===== src/rtl/rtc_core_pkg.sv =====
package rtc_core_pkg;

  // word indices (byte offset >> 2)
  localparam int WIDX_STAGE_WR = 0;   // 0x00
  localparam int WIDX_STAGE_RD = 1;   // 0x04
  localparam int WIDX_NOW      = 4;   // 0x10
  localparam int WIDX_TICK     = 5;   // 0x14
  localparam int WIDX_ALARM    = 6;   // 0x18
  localparam int WIDX_STATUS   = 8;   // 0x20
  localparam int WIDX_MASK     = 9;   // 0x24
  localparam int WIDX_UNMASK   = 10;  // 0x28
  localparam int WIDX_DOMASK   = 11;  // 0x2C

  // interrupt source bit positions, shared by all interrupt registers
  localparam int SRC_SEC   = 0;
  localparam int SRC_ALARM = 1;
  localparam int SRC_COUNT = 2;

  typedef struct packed {
    logic stage;
    logic alarm;
    logic clr;
    logic unmask;
    logic domask;
  } wr_hits_t;

endpackage


===== src/rtl/rtc_bus_decode.sv =====
module rtc_bus_decode
  import rtc_core_pkg::*;
#(
  parameter int ADDR_W = 8,
  parameter int DATA_W = 32,
  parameter int CNT_W  = 32,
  parameter int TICK_W = 16,
  parameter int NSRC   = SRC_COUNT
) (
  input  logic              bus_wr,
  input  logic [ADDR_W-1:0] bus_addr,
  input  logic [CNT_W-1:0]  staged_val,
  input  logic [CNT_W-1:0]  now_val,
  input  logic [TICK_W-1:0] tick_val,
  input  logic [CNT_W-1:0]  alarm_val,
  input  logic [NSRC-1:0]   status_val,
  input  logic [NSRC-1:0]   mask_val,
  output wr_hits_t          hits,
  output logic [DATA_W-1:0] rdata
);

  logic aligned;
  int   widx;

  always_comb begin
    aligned = (bus_addr[1:0] == 2'b00);
    widx    = int'(bus_addr[ADDR_W-1:2]);
  end

  always_comb begin
    hits = '0;
    if (bus_wr && aligned) begin
      case (widx)
        WIDX_STAGE_WR: hits.stage  = 1'b1;
        WIDX_ALARM:    hits.alarm  = 1'b1;
        WIDX_STATUS:   hits.clr    = 1'b1;
        WIDX_UNMASK:   hits.unmask = 1'b1;
        WIDX_DOMASK:   hits.domask = 1'b1;
        default:       hits        = '0;
      endcase
    end
  end

  always_comb begin
    rdata = '0;
    if (aligned) begin
      case (widx)
        WIDX_STAGE_RD: rdata = DATA_W'(staged_val);
        WIDX_NOW:      rdata = DATA_W'(now_val);
        WIDX_TICK:     rdata = DATA_W'(tick_val);
        WIDX_ALARM:    rdata = DATA_W'(alarm_val);
        WIDX_STATUS:   rdata = DATA_W'(status_val);
        WIDX_MASK:     rdata = DATA_W'(mask_val);
        default:       rdata = '0;
      endcase
    end
  end

endmodule


===== src/rtl/rtc_seconds.sv =====
module rtc_seconds #(
  parameter int CNT_W = 32
) (
  input  logic             clk,
  input  logic             rst_n,
  input  logic             sec_strobe,
  input  logic             stage_wr,
  input  logic [CNT_W-1:0] wdata,
  output logic [CNT_W-1:0] now_q,
  output logic [CNT_W-1:0] staged_q,
  output logic             pending_q,
  output logic [CNT_W-1:0] next_now
);

  // value the count takes at the coming strobe
  function automatic logic [CNT_W-1:0] advance(
    input logic [CNT_W-1:0] cur,
    input logic [CNT_W-1:0] stg,
    input logic             pend
  );
    return pend ? stg : cur + 1'b1;
  endfunction

  always_comb next_now = advance(now_q, staged_q, pending_q);

  always_ff @(posedge clk or negedge rst_n) begin
    if (!rst_n) begin
      now_q     <= '0;
      staged_q  <= '0;
      pending_q <= 1'b0;
    end else begin
      if (sec_strobe) now_q <= next_now;
      if (stage_wr)   staged_q <= wdata;
      pending_q <= stage_wr | (pending_q & ~sec_strobe);
    end
  end

  assert_staged_load_R3: assert property (@(posedge clk) disable iff (!rst_n)
    (sec_strobe && pending_q) |=> (now_q == $past(staged_q)));

  assert_count_step_R4: assert property (@(posedge clk) disable iff (!rst_n)
    (sec_strobe && !pending_q) |=> (now_q == $past(now_q) + 1'b1));

  assert_count_hold_R2: assert property (@(posedge clk) disable iff (!rst_n)
    !sec_strobe |=> $stable(now_q));

endmodule


===== src/rtl/rtc_alarm_cmp.sv =====
module rtc_alarm_cmp #(
  parameter int CNT_W = 32
) (
  input  logic             clk,
  input  logic             rst_n,
  input  logic             alarm_wr,
  input  logic [CNT_W-1:0] wdata,
  input  logic             sec_strobe,
  input  logic [CNT_W-1:0] next_now,
  output logic [CNT_W-1:0] alarm_q,
  output logic             alarm_hit
);

  always_ff @(posedge clk or negedge rst_n) begin
    if (!rst_n)        alarm_q <= '0;
    else if (alarm_wr) alarm_q <= wdata;
  end

  // match is judged on the value the count is about to take
  always_comb alarm_hit = sec_strobe && (next_now == alarm_q);

endmodule


===== src/rtl/rtc_irq_ctrl.sv =====
module rtc_irq_ctrl #(
  parameter int NSRC = 2
) (
  input  logic            clk,
  input  logic            rst_n,
  input  logic [NSRC-1:0] evt,
  input  logic            clr_wr,
  input  logic            unmask_wr,
  input  logic            domask_wr,
  input  logic [NSRC-1:0] wbits,
  output logic [NSRC-1:0] status_q,
  output logic [NSRC-1:0] mask_q,
  output logic [NSRC-1:0] irq
);

  always_ff @(posedge clk or negedge rst_n) begin
    if (!rst_n) begin
      status_q <= '0;
      mask_q   <= '1;
    end else begin
      for (int i = 0; i < NSRC; i++) begin
        if (evt[i])                    status_q[i] <= 1'b1;
        else if (clr_wr && wbits[i])   status_q[i] <= 1'b0;
        if (domask_wr && wbits[i])     mask_q[i] <= 1'b1;
        else if (unmask_wr && wbits[i]) mask_q[i] <= 1'b0;
      end
    end
  end

  for (genvar g = 0; g < NSRC; g++) begin : g_src
    assign irq[g] = status_q[g] & ~mask_q[g];

    assert_event_sets_R5: assert property (@(posedge clk) disable iff (!rst_n)
      evt[g] |=> status_q[g]);

    assert_w1c_clears_R7: assert property (@(posedge clk) disable iff (!rst_n)
      (clr_wr && wbits[g] && !evt[g]) |=> !status_q[g]);

    assert_mask_set_R8: assert property (@(posedge clk) disable iff (!rst_n)
      (domask_wr && wbits[g]) |=> mask_q[g]);

    assert_mask_clear_R8: assert property (@(posedge clk) disable iff (!rst_n)
      (unmask_wr && wbits[g] && !domask_wr) |=> !mask_q[g]);
  end

endmodule


===== src/rtl/rtc_core.sv =====
module rtc_core
  import rtc_core_pkg::*;
#(
  parameter int ADDR_W = 8,
  parameter int CNT_W  = 32,
  parameter int TICK_W = 16
) (
  input  logic              clk,
  input  logic              rst_n,
  input  logic              sec_strobe,
  input  logic [TICK_W-1:0] tick_count,
  input  logic              bus_wr,
  input  logic [ADDR_W-1:0] bus_addr,
  input  logic [31:0]       bus_wdata,
  output logic [31:0]       bus_rdata,
  output logic              irq_sec,
  output logic              irq_alarm
);

  localparam int DATA_W = 32;

  wr_hits_t             hits;
  logic [CNT_W-1:0]     now_q, staged_q, next_now, alarm_q;
  logic                 pending_q;
  logic                 alarm_hit;
  logic [SRC_COUNT-1:0] evt, status_q, mask_q, irq_vec;

  rtc_bus_decode #(
    .ADDR_W(ADDR_W), .DATA_W(DATA_W), .CNT_W(CNT_W),
    .TICK_W(TICK_W), .NSRC(SRC_COUNT)
  ) u_decode (
    .bus_wr     (bus_wr),
    .bus_addr   (bus_addr),
    .staged_val (staged_q),
    .now_val    (now_q),
    .tick_val   (tick_count),
    .alarm_val  (alarm_q),
    .status_val (status_q),
    .mask_val   (mask_q),
    .hits       (hits),
    .rdata      (bus_rdata)
  );

  rtc_seconds #(.CNT_W(CNT_W)) u_seconds (
    .clk        (clk),
    .rst_n      (rst_n),
    .sec_strobe (sec_strobe),
    .stage_wr   (hits.stage),
    .wdata      (bus_wdata[CNT_W-1:0]),
    .now_q      (now_q),
    .staged_q   (staged_q),
    .pending_q  (pending_q),
    .next_now   (next_now)
  );

  rtc_alarm_cmp #(.CNT_W(CNT_W)) u_alarm (
    .clk        (clk),
    .rst_n      (rst_n),
    .alarm_wr   (hits.alarm),
    .wdata      (bus_wdata[CNT_W-1:0]),
    .sec_strobe (sec_strobe),
    .next_now   (next_now),
    .alarm_q    (alarm_q),
    .alarm_hit  (alarm_hit)
  );

  always_comb begin
    evt            = '0;
    evt[SRC_SEC]   = sec_strobe;
    evt[SRC_ALARM] = alarm_hit;
  end

  rtc_irq_ctrl #(.NSRC(SRC_COUNT)) u_irq (
    .clk       (clk),
    .rst_n     (rst_n),
    .evt       (evt),
    .clr_wr    (hits.clr),
    .unmask_wr (hits.unmask),
    .domask_wr (hits.domask),
    .wbits     (bus_wdata[SRC_COUNT-1:0]),
    .status_q  (status_q),
    .mask_q    (mask_q),
    .irq       (irq_vec)
  );

  assign irq_sec   = irq_vec[SRC_SEC];
  assign irq_alarm = irq_vec[SRC_ALARM];

  assert_alarm_flag_R6: assert property (@(posedge clk) disable iff (!rst_n)
    alarm_hit |=> status_q[SRC_ALARM]);

  assert_alarm_only_on_strobe_R6: assert property (@(posedge clk) disable iff (!rst_n)
    (!sec_strobe && !$past(status_q[SRC_ALARM])) |=> !status_q[SRC_ALARM] || $past(status_q[SRC_ALARM]) || $past(alarm_hit));

  assert_stage_flag_R2: assert property (@(posedge clk) disable iff (!rst_n)
    hits.stage |=> (pending_q && staged_q == $past(bus_wdata[CNT_W-1:0])));

endmodule


===== config.mk =====
export PLATFORM = sky130hd
export DESIGN_NAME = rtc_core
export DESIGN_NICKNAME = d
export VERILOG_FILES = /design/src/rtl/rtc_core_pkg.sv /design/src/rtl/rtc_bus_decode.sv /design/src/rtl/rtc_seconds.sv /design/src/rtl/rtc_alarm_cmp.sv /design/src/rtl/rtc_irq_ctrl.sv /design/src/rtl/rtc_core.sv
export SDC_FILE = /design/constraint.sdc
export NUM_CORES = 1
export LEC_CHECK = 0
export BUFFER_PORTS_ARGS = -buffer_cell sky130_fd_sc_hd__clkbuf_2
export CAP_MARGIN = 20
export CORE_ASPECT_RATIO = 0.75
export CORE_MARGIN = 4
export CORE_UTILIZATION = 55
export CTS_BUF_LIST = sky130_fd_sc_hd__clkbuf_2
export CTS_CLUSTER_SIZE = 25
export DETAILED_ROUTE_END_ITERATION = 10
export PLACE_DENSITY = 0.84
export SYNTH_ARGS = -nofsm -noshare
export SYNTH_HDL_FRONTEND = slang
export SYNTH_SLANG_ARGS = --single-unit

===== constraint.sdc =====
create_clock -name clk -period 2.45 [get_ports clk]
set_input_delay 0.49 -clock clk [delete_from_list [all_inputs] [get_ports clk]]
set_output_delay 0.49 -clock clk [all_outputs]
set_load 0.005 [all_outputs]

==> results.ini <==
[critical_path]
slowest_delay_ps = 480
critPathArrivalTime_ps = 3230
cpMaxStageDelayCell = dfrtp_2
end_kind = flip-flop
criticalPathCategory = reg -> reg
crit_chain = buf_4 -> nand4_4 -> buf_4 -> nor4_1 -> buf_4 -> xnor2_1 -> a32oi_1 -> a31oi_1 -> nor3_1 -> nand4_1 -> o31ai_2
worst-path-buf-inv = 3
critPathMaxFanout = 4
worst_path_most_repeated_cell = buf_4
crit_family = simple AND/OR/NAND/NOR gates
ff2ff_setup_slack_ps = -260
cp-start-kind = flip-flop
worstPathRequired_ps = 2970

[global_route]
grt_usage_pct = 32.2
grt_first_pass_wirelength_um = 38600
antenna_found_initial = 1
grt_max_degree = 41
grt_pass1_vias = 7034
overflow = 0

[clock_tree]
clockBufferDepth = 2
cts_buffers = 9
cts_tree = yes
clock_latency_ps = 600
root_buffer = clkbuf_2
h-tree-depth = 3
clock-sinks = 101
path_clk_slew_ps = 270

[placed_design]
io_buffer_count = 93
placed_area_um2 = 8980
place_inst = 1160
dp_hpwl_um = 19000
gp_congestion = 1.07

[drt]
drt-wirelength-per-cell_um = 20.7
drt-vias-per-instance = 6.21
ant_nets = 0
drt_iter0_drc = 889
route.detailed.drc = 0
detail_route.first_pass.iterations = 8
num_vias = 7364
wl_um = 24600

[timing]
period_minus_slack_ps = 2710
hold_violations = 0
final.setup.tns_ps = -437
worstMarginPinSlew_ps = 533
finalMaxSlewViolations = 0
skew_ps = 32.0
setup_viol = 3
min_period_over_period_pct = 110
setup_slack_ps = -256
fmax_mhz = 370
maxSlewHeadroom_pct = 64.4
rsz0062_at_grt = yes
timing.hold.ws_ps = 103

[finish]
diodes = 0
final_cells = 1185
nFillCells = 1070
area_growth_pct = 25.3
drive_gt1_share_pct = 38.9
stdcell_area_um2 = 9260
fin_nets = 1070

[pwr]
ir_drop_uv = 328
p_int_mw = 2.76
p_switching_mw = 1.62
total_power_mw = 4.38
seqPwrFrac_pct = 46.6
p_leak_nw = 4.18
cellPowerDensity_nw_per_um2 = 473
p_comb_share_pct = 37.4
switching_share_pct = 37.0
pwr-share-clk_pct = 16.0

[logic_synthesis]
syn_inst = 821
syn_area_per_cell_um2 = 9.00
netlist.top_cell.by_area = dfrtp_1
synthMuxAreaShare_pct = 18.0
syn_area_um2 = 7390
synthSimpleGateAreaFrac_pct = 18.8
ys_ff_latch = 101
async_flop_share_pct = 100
synth_nets = 882
synth_edf_count = 0
yosys_warnings = 0
synth_compound_area_share_pct = 16.4
yosysMostFrequentCell = dfrtp_1
synth_top_flop_cell = dfrtp_1
synth-adder-area-share_pct = 0.169
synthTopCellsByArea = dfrtp_1 (34%), mux2_2 (11%), mux2i_1 (7.2%), xnor2_1 (4.3%), nor2_1 (3.6%)
synth_top_area_share_pct = 33.5
seq_area_frac_synth_pct = 34.2
synthXorXnorAreaFrac_pct = 6.64
ys_types = 73
synth_common_cells = dfrtp_1 (99), nor2_1 (71), mux2_2 (70), nand2_1 (54), mux2i_1 (53)
synth_top_family_by_area = simple AND/OR/NAND/NOR gates

[worst_hold_path]
hp-class = in -> reg

[outcome]
outcome = finished, violations left
violations = setup timing

[die]
rows = 36
dieArea_um2 = 15400
core-area_um2 = 13100
io_pins = 94
initial_core_util_pct = 56.6
chipWidth_um = 142
die_h_um = 108

[flow_run]
maxCapViolCount = 0

==> routing by layer <==
layer	vias to the layer above	track usage [%]	wire length (um)
met2	365	50.0	10900
met3	43	9.77	2580
met4	2	7.26	447
met5	-	0	7
met1	3574	44.6	10600
li1	3380	-	-
==> power by group through the flow <==
stage | clock network [mW] | logic (mW) | registers (mW)
4_1_cts | 0.709 | 1.56 | 2.03
6_report | 0.701 | 1.64 | 2.04
2_1_floorplan | 0 | 0.962 | 1.95
5_1_grt | 0.771 | 1.77 | 2.06
3_5_place_dp | 0 | 1.52 | 2.05
3_3_place_gp | 0 | 1.50 | 2.04
==> cells by family (layout without fill, tap and decap cells) <==
kind of cell,after synthesis,count (layout)
and+or+nand+nor,256,256
AOI/OAI and AO/OA,185,185
muxes,124,124
DFF,101,101
buffers and inverters,98,291
xor gates and xnor gates,56,56
adders and majority gates,1,1
==> placed cells by master, fill, tap and decap left out, types with 7 or more instances in the layout <==
cell type  instances
buf_4            154
clkbuf_2         103
dfrtp_1           87
mux2_2            70
nor2_1            67
mux2i_1           53
nand2_1           53
a21oi_1           50
o21ai_0           44
xnor2_1           36
inv_1             20
xor2_1            20
nand3_1           18
nand4_1           17
nor3_1            16
o22a_1            14
nor4_1            12
o22ai_1           12
dfrtp_2           12
nor3b_1            7
==> through the flow <==
stage / utilization (%) / setup slack [ps]
floorplan: - / -40.4
global placement: 68.7 / -221
detailed placement: 68.7 / -242
CTS: 70.1 / -143
global route: 70.9 / -327
finish: 70.9 / -256
==> flip-flops by register name, summed over array words and instances, names as in the netlist <==
signal	flops
u_alarm.alarm_q	32
u_seconds.now_q	32
u_seconds.staged_q	32
u_irq.mask_q	2
u_irq.status_q	2
u_seconds.pending_q	1
==> timing repair <==
item | in CTS | in global routing
buffers inserted | 3 | 5
setup endpoints to repair | 33 | 21
cloned | 0 | 0
hold buffers | 1 | 0
gates resized for setup | 21 | 15
pin swaps | 4 | 5
endpoints found under the hold margin | 24 | 0
==> layout make-up <==
type / instances / area (um2) / share of cell area [%]
Multi-Input combinational cell: 622 / 4580 / 49.5
Clock inverter: 5 / 27.5 / 0.297
Sequential cell: 101 / 2540 / 27.5
Timing Repair Buffer: 255 / 1760 / 19.0
Tap cell: 171 / 214 / 2.31
Clock buffer: 11 / 55.1 / 0.595
Inverter: 20 / 75.1 / 0.811
==> worst paths after layout <==
check | to | startpoint | depth (start not counted)
setup / recovery | u_irq.status_q[1] | u_seconds.now_q[9] | 11
hold / removal | u_alarm.alarm_q[11] | bus_wdata[11] | 2
setup reg to reg | u_irq.status_q[1] | u_seconds.now_q[9] | 11
hold reg to reg | u_irq.status_q[0] | u_irq.status_q[0] | 1
max in group asynchronous | u_seconds.now_q[19] | rst_n | 3
min in group asynchronous | u_seconds.now_q[7] | rst_n | 2
No activity file was read; power rests on OpenSTA's default activity.
